[config.mk]
export PLATFORM = sky130hd
export DESIGN_NAME = burst_addr_seq
export DESIGN_NICKNAME = d
export VERILOG_FILES = /design/src/rtl/bseq_pkg.sv /design/src/rtl/bseq_capture.sv /design/src/rtl/bseq_beat_ctr.sv /design/src/rtl/bseq_order_map.sv /design/src/rtl/burst_addr_seq.sv
export SDC_FILE = /design/constraint.sdc
export NUM_CORES = 1
export LEC_CHECK = 0
export ABC_AREA = 1
export BUFFER_PORTS_ARGS = -buffer_cell sky130_fd_sc_hd__buf_2
export CORE_MARGIN = 1.5
export CORE_UTILIZATION = 43
export DETAILED_ROUTE_END_ITERATION = 12
export GPL_TIMING_DRIVEN = 1
export PLACE_DENSITY_LB_ADDON = 0.08
export REMOVE_ABC_BUFFERS = 1
export SYNTH_ARGS = -nofsm -noshare
export SYNTH_HDL_FRONTEND = slang
export SYNTH_SLANG_ARGS = --single-unit
export TNS_END_PERCENT = 5
[constraint.sdc]
create_clock -name clk -period 1.2 [get_ports clk]
set_input_delay 0.06 -clock clk [delete_from_list [all_inputs] [get_ports clk]]
set_output_delay 0.06 -clock clk [all_outputs]
set_load 0.05 [all_outputs]
[src/rtl/bseq_pkg.sv]
`timescale 1ns/1ps
package bseq_pkg;

  typedef enum logic {
    ORD_LINEAR     = 1'b0,
    ORD_INTERLEAVE = 1'b1
  } order_e;

  // Mask of the low w bits, w up to 8.
  function automatic logic [7:0] low_mask(input int unsigned w);
    logic [8:0] m;
    m = (9'd1 << w) - 9'd1;
    return m[7:0];
  endfunction

  // Linear wrap: start plus beat count, modulo 2**w.
  function automatic logic [7:0] seq_linear(input logic [7:0] s,
                                             input logic [7:0] c,
                                             input int unsigned w);
    return (s + c) & low_mask(w);
  endfunction

  // Interleaved: start bits flipped by the beat count.
  function automatic logic [7:0] seq_interleave(input logic [7:0] s,
                                                 input logic [7:0] c,
                                                 input int unsigned w);
    return (s ^ c) & low_mask(w);
  endfunction

endpackage

[src/rtl/bseq_capture.sv]
`timescale 1ns/1ps
module bseq_capture
  import bseq_pkg::*;
#(
  parameter int ADDR_W      = 16,
  parameter int CNT_W       = 2,
  parameter bit MODE_PIN_EN = 1'b1,
  parameter bit MODE_TIE    = 1'b1,
  localparam int HI_W       = ADDR_W - CNT_W
) (
  input  logic              clk,
  input  logic              rst,
  input  logic              start_p,
  input  logic              start_c,
  input  logic [ADDR_W-1:0] addr_in,
  input  logic              mode_pin,
  output logic [HI_W-1:0]   base_hi,
  output logic [CNT_W-1:0]  start_lo,
  output order_e            burst_order,
  output logic              owner_c
);

  logic   any_start;
  order_e mode_eff;

  assign any_start = start_p | start_c;

  generate
    if (MODE_PIN_EN) begin : g_pin
      assign mode_eff = order_e'(mode_pin);
    end else begin : g_tied
      assign mode_eff = order_e'(MODE_TIE);
    end
  endgenerate

  always_ff @(posedge clk) begin
    if (rst) begin
      base_hi     <= '0;
      start_lo    <= '0;
      burst_order <= order_e'(MODE_TIE);
      owner_c     <= 1'b0;
    end else if (any_start) begin
      base_hi     <= addr_in[ADDR_W-1:CNT_W];
      start_lo    <= addr_in[CNT_W-1:0];
      burst_order <= mode_eff;
      owner_c     <= ~start_p;
    end
  end

  // processor strobe wins a collision
  a_r3_proc_priority: assert property (@(posedge clk) disable iff (rst)
    start_p |=> !owner_c);
  // controller-only start is flagged
  a_r3_ctrl_owner: assert property (@(posedge clk) disable iff (rst)
    (start_c && !start_p) |=> owner_c);
  // latched order holds between starts
  a_r7_order_hold: assert property (@(posedge clk) disable iff (rst)
    !any_start |=> $stable(burst_order));
  // upper base holds between starts
  a_r8_base_hold: assert property (@(posedge clk) disable iff (rst)
    !any_start |=> $stable(base_hi));

endmodule

[src/rtl/bseq_beat_ctr.sv]
`timescale 1ns/1ps
module bseq_beat_ctr #(
  parameter int CNT_W = 2
) (
  input  logic             clk,
  input  logic             rst,
  input  logic             restart,
  input  logic             step,
  output logic [CNT_W-1:0] beat,
  output logic             wrap_evt
);

  logic beat_last;

  assign beat_last = (beat == {CNT_W{1'b1}});
  assign wrap_evt  = step & ~restart & beat_last;

  always_ff @(posedge clk) begin
    if (rst)          beat <= '0;
    else if (restart) beat <= '0;
    else if (step)    beat <= beat + CNT_W'(1);
  end

  // a start always lands on beat 0
  a_r9_restart_zero: assert property (@(posedge clk) disable iff (rst)
    restart |=> (beat == '0));
  // advance moves exactly one beat
  a_r4_step_one: assert property (@(posedge clk) disable iff (rst)
    (step && !restart) |=> (beat == CNT_W'($past(beat) + CNT_W'(1))));
  // idle holds the beat
  a_r4_idle_hold: assert property (@(posedge clk) disable iff (rst)
    (!step && !restart) |=> $stable(beat));
  // last beat wraps to zero
  a_r4_wrap: assert property (@(posedge clk) disable iff (rst)
    wrap_evt |=> (beat == '0));

endmodule

[src/rtl/bseq_order_map.sv]
`timescale 1ns/1ps
module bseq_order_map
  import bseq_pkg::*;
#(
  parameter int CNT_W = 2
) (
  input  logic [CNT_W-1:0] start_lo,
  input  logic [CNT_W-1:0] beat,
  input  order_e           order,
  output logic [CNT_W-1:0] lo_out
);

  logic [7:0] lin_v;
  logic [7:0] ilv_v;

  always_comb begin
    lin_v = seq_linear(8'(start_lo), 8'(beat), CNT_W);
    ilv_v = seq_interleave(8'(start_lo), 8'(beat), CNT_W);
    if (order == ORD_LINEAR) lo_out = lin_v[CNT_W-1:0];
    else                     lo_out = ilv_v[CNT_W-1:0];
  end

endmodule

[src/rtl/burst_addr_seq.sv]
`timescale 1ns/1ps
module burst_addr_seq
  import bseq_pkg::*;
#(
  parameter int ADDR_W      = 16,
  parameter int CNT_W       = 2,
  parameter bit MODE_PIN_EN = 1'b1,
  parameter bit MODE_TIE    = 1'b1
) (
  input  logic              clk,
  input  logic              rst,
  input  logic              ads_proc_n,
  input  logic              ads_ctrl_n,
  input  logic              adv_n,
  input  logic [ADDR_W-1:0] addr_in,
  input  logic              order_pin,
  output logic [ADDR_W-1:0] addr_out,
  output logic [CNT_W-1:0]  beat_idx,
  output logic              opened_by_ctrl
);

  localparam int HI_W = ADDR_W - CNT_W;

  logic             start_p;
  logic             start_c;
  logic             burst_start;
  logic             step_req;
  logic [HI_W-1:0]  base_hi;
  logic [CNT_W-1:0] start_lo;
  logic [CNT_W-1:0] lo_cur;
  logic             wrap_evt;
  order_e           burst_order;

  assign start_p     = ~ads_proc_n;
  assign start_c     = ~ads_ctrl_n;
  assign burst_start = start_p | start_c;
  assign step_req    = ~adv_n & ~burst_start;

  bseq_capture #(
    .ADDR_W(ADDR_W), .CNT_W(CNT_W),
    .MODE_PIN_EN(MODE_PIN_EN), .MODE_TIE(MODE_TIE)
  ) cap_i (
    .clk(clk), .rst(rst), .start_p(start_p), .start_c(start_c),
    .addr_in(addr_in), .mode_pin(order_pin),
    .base_hi(base_hi), .start_lo(start_lo),
    .burst_order(burst_order), .owner_c(opened_by_ctrl)
  );

  bseq_beat_ctr #(.CNT_W(CNT_W)) ctr_i (
    .clk(clk), .rst(rst), .restart(burst_start), .step(step_req),
    .beat(beat_idx), .wrap_evt(wrap_evt)
  );

  bseq_order_map #(.CNT_W(CNT_W)) map_i (
    .start_lo(start_lo), .beat(beat_idx), .order(burst_order),
    .lo_out(lo_cur)
  );

  assign addr_out = {base_hi, lo_cur};

  // first beat reproduces the captured address
  a_r2_capture: assert property (@(posedge clk) disable iff (rst)
    burst_start |=> (addr_out == $past(addr_in)));
  // upper address bits move only on a start
  a_r8_upper_stable: assert property (@(posedge clk) disable iff (rst)
    !burst_start |=> $stable(addr_out[ADDR_W-1:CNT_W]));
  // a full wrap returns to the start address
  a_r4_wrap_addr: assert property (@(posedge clk) disable iff (rst)
    wrap_evt |=> (addr_out[CNT_W-1:0] == start_lo));
  // idle cycles leave the address alone
  a_r4_idle_addr: assert property (@(posedge clk) disable iff (rst)
    (!burst_start && adv_n) |=> $stable(addr_out));

endmodule

Word level (Yosys, flattened, before mapping)
Cells that the tools add are included.
W data, S select, Z words.

storage, ports and cells
  bits in registers = 20
  output and inout port bits = 19
  bits of input ports = 22
  logic and storage cells = 16

cells by class
  reductions and logical operators = 1
  bitwise gates (word level) = 7
  add/sub/neg operators = 2
  multiplexer cells = 1

operators with widths
  operator               number
  $not A1 Y1             4
  $add A2 B1 Y2 const B  1
  $add A2 B2 Y2          1
  $mux W2                1
  $reduce_or A2 Y1       1
  $xor A2 B2 Y2          1
  $and A1 B1 Y1          1
  $or A1 B1 Y1           1

Longest topological paths before layout
Gate-level depths: netlist of run 1.

  depth in word-level cells = 4
  gate-level depth with buffers = 7
  depth with buffers taken out = 7

By module
From an unflattened synthesis of run 1, not the netlist that was laid out.

unflattened totals
  cells, all modules = 143
  area, all modules = 934.6 µm²

modules (own cells, without submodules)
  module          cells an instance  area each (µm²)  times used  sequential area each (µm²)
  bseq_capture    109                744.5            1           360.3
  bseq_beat_ctr   15                 102.6            1           40.0
  bseq_order_map  15                 67.6             1           0.0
  burst_addr_seq  4                  20.0             1           0.0

Worst setup path after synthesis of run 1
No wires, ideal clock.

  path type = reg-to-output
  start point = register ctr_i.beat[0]
  end point = output port addr_out[1]
  arrival time = 1.474 ns
  cell stages (with the launch flop) = 8
  required time = 1.140 ns
  buffers on the path = 0
  path slack = -0.334 ns
  path through = dfxtp_1 > ha_1 > inv_1 > nor2_1 > inv_1 > nand2_1 > nand2_1 > inv_1

between the ends
  word-level cells in the longest chain between the ends = 2

ends and longest elaborated chain
  element                 line                  text
  from (decl)             bseq_beat_ctr.sv:9    output logic [CNT_W-1:0] beat,
  from (signal assigned)  bseq_beat_ctr.sv:21   else if (step) beat <= beat + CNT_W'(1);
  $add A2 B2 Y2           bseq_pkg.sv:20        return (s + c) & low_mask(w);
  $mux W2                 bseq_order_map.sv:19  if (order == ORD_LINEAR) lo_out = lin_v[CNT_W-1:0];
  to (decl)               burst_addr_seq.sv:17  output logic [ADDR_W-1:0] addr_out,

Every way passes these cells.

Worst setup path in the final report of run 1
Same ends and word-level chain as after synthesis.

==> results of run 1 <==
==> repair_timing <==
item,in CTS,in global routing
pin swaps,1,1
setup buffers,0,0
endpoints found under the hold margin,17,0
hold buffers,17,0
resized for setup,6,1
endpoints found under the setup margin,2,2
==> worst paths after layout <==
check,depth (start not counted),end,slack (ns)
worst max register to register,6,ctr_i.beat[1]$_SDFFE_PP0P_,0.36
worst min register to register,2,cap_i.owner_c$_SDFFE_PP0P_,0.45
worst max-delay path,8,addr_out[1],-0.12
worst min-delay path,3,cap_i.base_hi[1]$_SDFFE_PP0P_,0.01
==> cell usage after synthesis (all sizes together) <==
cell type	n	area, sq um
o21ai	16	80.1
nand3	2	10.0
dfxtp	20	400
a21oi	3	15.0
inv	9	41.3
xor2	1	8.76
ha	1	12.5
nand2	15	63.8
nor2	34	130
xnor2	1	8.76
buf	3	36.3
==> metal layers <==
layer,routed length (microns),part of all wire (%),vias to the layer above,track usage [%]
li1,-,-,447,-
met4,9,0.48,0,8.57
met5,0,0,-,0
met2,942,51,23,33.6
met1,825,44,370,21.5
met3,85,4.6,2,2.35
==> logic make-up after synthesis <==
family | Yosys count
XOR/XNOR | 2
flip-flops | 20
AND/OR/NAND/NOR | 51
buffers and inverters | 12
AO/OA/AOI/OAI | 19
adder cells (fa/ha/maj) | 1
==> registers in the layout (all words and copies together) (netlist names) <==
| name | flops |
|---|---|
| cap_i.base_hi | 14 |
| cap_i.start_lo | 2 |
| ctr_i.beat | 2 |
| cap_i.burst_order | 1 |
| cap_i.owner_c | 1 |
==> critical path: cells and delay by family, from the launching register on <==
kind / cells / cell delay (ns)
flip-flops: 1 / 0.34
buffers and inverters: 4 / 0.30
AND/OR/NAND/NOR: 3 / 0.20
adder cells (fa/ha/maj): 1 / 0.13
==> power groups by stage <==
stage	logic, mW	registers [mW]	clock network, mW
4_1_cts	0.368	0.730	0.398
3_5_place_dp	0.320	0.743	0
5_1_grt	0.398	0.736	0.428
6_report	0.371	0.730	0.385
2_1_floorplan	0.101	0.867	0
3_3_place_gp	0.317	0.741	0
==> through the flow <==
step	setup TNS, ns	setup WS [ns]
2_1_floorplan	-0.361	-0.334
3_3_place_gp	0	0.130
3_5_place_dp	0	0.102
4_1_cts	-0.138	-0.138
5_1_grt	-0.196	-0.196
6_report	-0.116	-0.116
==> final cells by class <==
cell class	count	area (sq um)
timing repair buffer	58	390
clock buffer	4	36.3
fill	154	512
tap	25	31.3
inverter	9	41.3
multi-input combinational	73	332
sequential	20	403
==> run summary, run 1 <==
Die Y = 46.3 microns
status = finished, violations left
Min Clock Period, post-route = 1.32 ns
sequential area share after synthesis = 49.6%
crit path DAT = 1.26 ns
startpoint types = flop
Post-Syn Instances = 105
Core Area = 0.00175 sq mm
power after layout = 1.49 mW
Internal = 1.02 mW
Syn Area/Cell = 7.69 sq um
Initial DRC Count = 7
total global routing track utilization = 18.7%
placed inst area = 0.00101 sq mm
post-synthesis cell area = 807 sq um
Max-Cap Viols = 0
Adder-Cell Fraction of Synth Area = 1.55%
Sw Share = 31.3%
CTS buffer count = 3
Power per Cell Area = 1200 mW/mm^2
grt ovf = 0
Sink Count = 20
largest family of logic cells by synthesized area = simple AND/OR/NAND/NOR gates
CP Data Required Time = 1.14 ns
clock-pin transition on the worst setup and hold timing paths = 0.11 ns
DP HPWL = 1120 microns
DRC viols = 0
mux cell area share after synthesis = 0%
CTS tree = yes
Post-Synth Simple-Gate Area = 25.3%
Max VDD drop = 0.933 mV
power share of the sequential group = 49.1%
Worst Tran Pin Value = 0.266 ns
TritonRoute pass-1 iters = 2
Hold Path Class = in2reg
hold_sp = addr_in[3]
Clk pwr share = 25.9%
Yosys reg bits = 20
critical path class = reg2out
Max H-tree Level = 1
RSZ-0062 raised after global routing = true
Final #Nets = 188
Non-Filler Instances = 189
ANT cells = 0
Fin Clk Skew = 0.000514 ns
area grow syn2layout = 52.9%
Fin Hold WS = 0.0123 ns
P_sw = 0.465 mW
fmax = 760 MHz
Critical Path Most Common Cell = inv_1
crit-path cells = ha_1 > inv_1 > nor2_2 > inv_1 > nand2_1 > nand2_1 > inv_1 > buf_6
Synth Area in Compound Gates = 11.8%
CP peak stage delay = 0.34 ns
vias after detailed routing = 842
port bufs = 40
maximum clock path buffer count = 2
CP Max Fanout = 2
commonest non-fill, non-tap cell in the layout = buf_2
die area = 0.00215 sq mm
Slew Limit Fails = 0
DRT antenna net count = 0
Hold Vio Cnt, Final = 0
Yosys warning count = 0
final setup violation count = 1
initial antenna violation count = 0
Setup crit end kind = primary output
Worst path slowest cell = dfxtp_2
share of layout cells above drive strength 1 = 31.7%
placed cells = 168
Die Wd = 46.3 microns
Total Wirelength = 1860 microns
post-synth cell types = 18
combinational power share = 25.0%
Pleak = 0.614 nW
slew margin rel. = 82.2%
CP startpoint = ctr_i.beat[0]$_SDFFE_PP0P_
worst r2r src = ctr_i.beat[0]$_SDFFE_PP0P_
largest net degree at the start of global routing = 20
row cnt = 15
XOR/XNOR share of the synthesized area = 2.17%
I/O pin total = 41
initial core utilization = 46.2%
clock latency on the worst-skew pair = 0.29 ns
vias in the first global route = 668
commonest cells after routing, fill and taps aside = buf_2 (38), nor2_1 (32), dfxtp_1 (18)
end-of-flow core utilization = 70.7%
period utilization = 110%
CTS root buf = clkbuf_4
GPL Wtd Cong = 0.667
drt wl/cell = 9.86 microns
design area = 0.00123 sq mm
Vias/cell = 4.46
PnR worst setup slack = -0.116 ns
failing checks = setup timing
first-pass GRT wire length = 2820 microns
Power figures use the tool's default switching activity.
==> run 2: changes to the inputs <==
- ABC_AREA: 1 -> 0
- SLEW_MARGIN: not set -> 20
==> run 2 against run 1 <==
  * The run still ends with setup timing left
  * Hold slack improved by 0.035 ns
  * First-iteration DRC count is 100% lower
  * Flip-flop and latch count stayed put
  * Register-to-register slack lost 0.13 ns
  * Via count is 7.8% lower
  * Combinational power down 3%
  * Critical endpoint unchanged
==> run summary, run 2 <==
placed cells = 151 (-10%)
post-synth cell types = 16 (-2)
DRT antenna net count = 0 (unchanged)
Initial DRC Count = 0 (-7)
sequential area share after synthesis = 50.0% (+0.39 points)
port bufs = 40 (unchanged)
design area = 0.00129 sq mm (+4.4%)
FF-to-FF path depth = 4 (-2)
drt wl/cell = 10.3 microns (+4.9%)
maximum clock path buffer count = 2 (unchanged)
hold_sp = ads_proc_n
Fin Clk Skew = 0.000445 ns (-0.0000696 ns)
Yosys warning count = 0 (unchanged)
Hold Path Class = in2reg
final setup violation count = 1 (unchanged)
Synth top cells by count = nand2_1 (32), dfxtp_1 (20), a21oi_2 (9), a21oi_1 (7), nor2b_1 (4)
synth top area cells = dfxtp_1 (50%), nand2_1 (15%), a21oi_2 (9.8%)
grt ovf = 0 (unchanged)
Hold Path Sink = cap_i.owner_c$_SDFFE_PP0P_
vias in the first global route = 686 (+2.7%)
CP Max Fanout = 2 (unchanged)
GPL Wtd Cong = 0.718 (+7.6%)
Power per Cell Area = 1270 mW/mm^2 (+5.6%)
Max-Cap Viols = 0 (unchanged)
top flop regs = cap_i.base_hi x14, cap_i.start_lo x2, ctr_i.beat x2
first-pass GRT wire length = 2830 microns (+0.50%)
CTS tree = yes
Post-Syn Instances = 90 (-14%)
critical path class = reg2out
initial core utilization = 45.9% (-0.36 points)
Max H-tree Level = 1 (unchanged)
CTS buffer count = 3 (unchanged)
area grow syn2layout = 60.8%
Pleak = 0.596 nW (-3.0%)
Final #Nets = 174 (-7.4%)
Sink Count = 20 (unchanged)
DP HPWL = 1090 microns (-2.3%)
Vias/cell = 4.43 (-0.47%)
Biggest register = cap_i.base_hi
CTS root buf = clkbuf_4
failing checks = setup timing
PnR worst setup slack = -0.105 ns (+0.0108 ns)
placed inst area = 993 sq um (-1.6%)
largest net degree at the start of global routing = 18 (-10%)
startpoint types = flop
commonest non-fill, non-tap cell in the layout = buf_2
reg-to-reg critical path endpoint = ctr_i.beat[1]$_SDFFE_PP0P_
Worst path slowest cell = dfxtp_2
Max VDD drop = 0.803 mV (-14%)
reg-to-reg slack, setup = 0.23 ns (-0.13 ns)
Non-Filler Instances = 175 (-7.4%)
clock-pin transition on the worst setup and hold timing paths = 0.12 ns (about the same)
RSZ-0062 raised after global routing = true
Die Wd = 46.2 microns (-0.36%)
row cnt = 15 (unchanged)
Die Y = 46.2 microns (-0.36%)
ANT cells = 0 (unchanged)
commonest cells after routing, fill and taps aside = buf_2 (38), nand2_1 (32), dfxtp_1 (18), dlygate4sd3_1 (18), a21oi_2 (9)
die area = 0.00213 sq mm (-0.71%)
CP peak stage delay = 0.36 ns (+0.02 ns)
status = finished, violations left
worst r2r src = ctr_i.beat[0]$_SDFFE_PP0P_
crit-path cells = ha_4 > nor2b_4 > xnor2_2 > buf_6
Yosys reg bits = 20 (unchanged)
period utilization = 109% (-0.90 points)
Total Wirelength = 1810 microns (-2.8%)
total global routing track utilization = 18.6% (-0.095 points)
vias after detailed routing = 776 (-7.8%)
worst hold path depth = 2 (-1)
Largest register FFs = 14 (unchanged)
Syn Area/Cell = 8.90 sq um (+16%)
dominant synthesized flop cell = dfxtp_1
Async SR Flop Fraction = 0% (unchanged)
I/O pin total = 41 (unchanged)
Setup crit end kind = primary output
EDFF count, synth = 0 (unchanged)
slew margin rel. = 57.2% (-25 points)
share of layout cells above drive strength 1 = 43.3% (+12 points)
CP Data Required Time = 1.14 ns (about the same)
clock latency on the worst-skew pair = 0.30 ns (about the same)
Hold Vio Cnt, Final = 0 (unchanged)
TritonRoute pass-1 iters = 1 (-1)
post-synthesis cell area = 801 sq um (-0.78%)
Slew Limit Fails = 0 (unchanged)
Core Area = 0.00175 sq mm (unchanged)
count leader, synth = nand2_1
Min Clock Period, post-route = 1.30 ns (-0.0108 ns)
top-area cell type share of the netlist area = 50.0% (+0.39 points)
DRC viols = 0 (unchanged)
Synth area leader = dfxtp_1
Worst Tran Pin Value = 0.642 ns (+0.376 ns)
fmax = 766 MHz (+0.83%)
initial antenna violation count = 0 (unchanged)
crit path DAT = 1.24 ns (-0.02 ns)
==> run 2: how the worst max path moves through the flow <==
stage | slack [ns] | cells after the start | endpoint | start
after floorplan | -0.56 | 3 | addr_out[1] | ctr_i.beat[0]$_SDFFE_PP0P_
after global placement | 0.13 | 4 | cap_i.base_hi[7]$_SDFFE_PP0P_ | ads_ctrl_n
after detailed placement | 0.10 | 4 | addr_out[1] | ctr_i.beat[0]$_SDFFE_PP0P_
after CTS | -0.15 | 4 | addr_out[1] | cap_i.start_lo[0]$_SDFFE_PP0P_
after global routing | -0.16 | 4 | addr_out[1] | cap_i.start_lo[0]$_SDFFE_PP0P_
final | -0.10 | 4 | addr_out[1] | cap_i.start_lo[0]$_SDFFE_PP0P_
==> run 2: cell families (layout without fill, tap and decap cells) <==
kind of cell	after synthesis	after routing	synth area share, %
xor gates and xnor gates	3	3	3.28
DFF	20	20	50.0
buffers and inverters	5	65	5.78
AOI/OAI and AO/OA	16	16	14.2
adders and majority gates	1	1	1.56
and+or+nand+nor	45	45	25.2
==> run 2: metal layers <==
metal  track usage (%)  share of wire [%]
met2              31.9                 51
met4              10.3                1.5
met1              21.2                 43
met3              3.53                4.2
met5                 0                  0
==> run 2: per-stage QoR <==
| stage | hold WS [ns] | util, % | power (mW) | setup TNS, ns | setup WS, ns |
|---|---|---|---|---|---|
| 6_report | 0.0476 | 73.8 | 1.64 | -0.105 | -0.105 |
| 2_1_floorplan | 0.122 | - | 0.941 | -0.556 | -0.556 |
| 5_1_grt | 0.0405 | 73.8 | 1.71 | -0.164 | -0.164 |
| 3_3_place_gp | 0.273 | 56.9 | 1.03 | 0 | 0.126 |
| 4_1_cts | 0.0410 | 72.3 | 1.64 | -0.150 | -0.150 |
| 3_5_place_dp | 0.283 | 56.9 | 1.04 | 0 | 0.102 |
==> run 2: report_power, final <==
group,switching (mW),internal [mW]
Sequential,0.0208,0.703
Clock,0.216,0.338
Combinational,0.224,0.137
Total,0.460,1.18
==> run 2: repair_timing <==
| item | CTS | global route |
|---|---|---|
| resized for setup | 8 | 3 |
| hold buffers | 18 | 0 |
| setup buffers | 1 | 1 |
| endpoints found under the hold margin | 17 | 0 |
| pin swaps | 1 | 1 |
| setup endpoints to repair | 2 | 2 |
==> run 2: critical path: cells and delay by family (launching register included) <==
kind	cells	cell delay [ns]
simple gates	1	0.12
flops	1	0.36
xor+xnor	1	0.14
buf+inv	1	0.18
fa+ha+maj	1	0.15
==> run 2: cell type report <==
class | instances | area [sq um]
clock buffer | 3 | 22.5
multi-input combinational | 65 | 389
timing repair buffer | 61 | 412
fill | 137 | 458
tap | 25 | 31.3
sequential | 20 | 403
clock inverter | 1 | 30.0
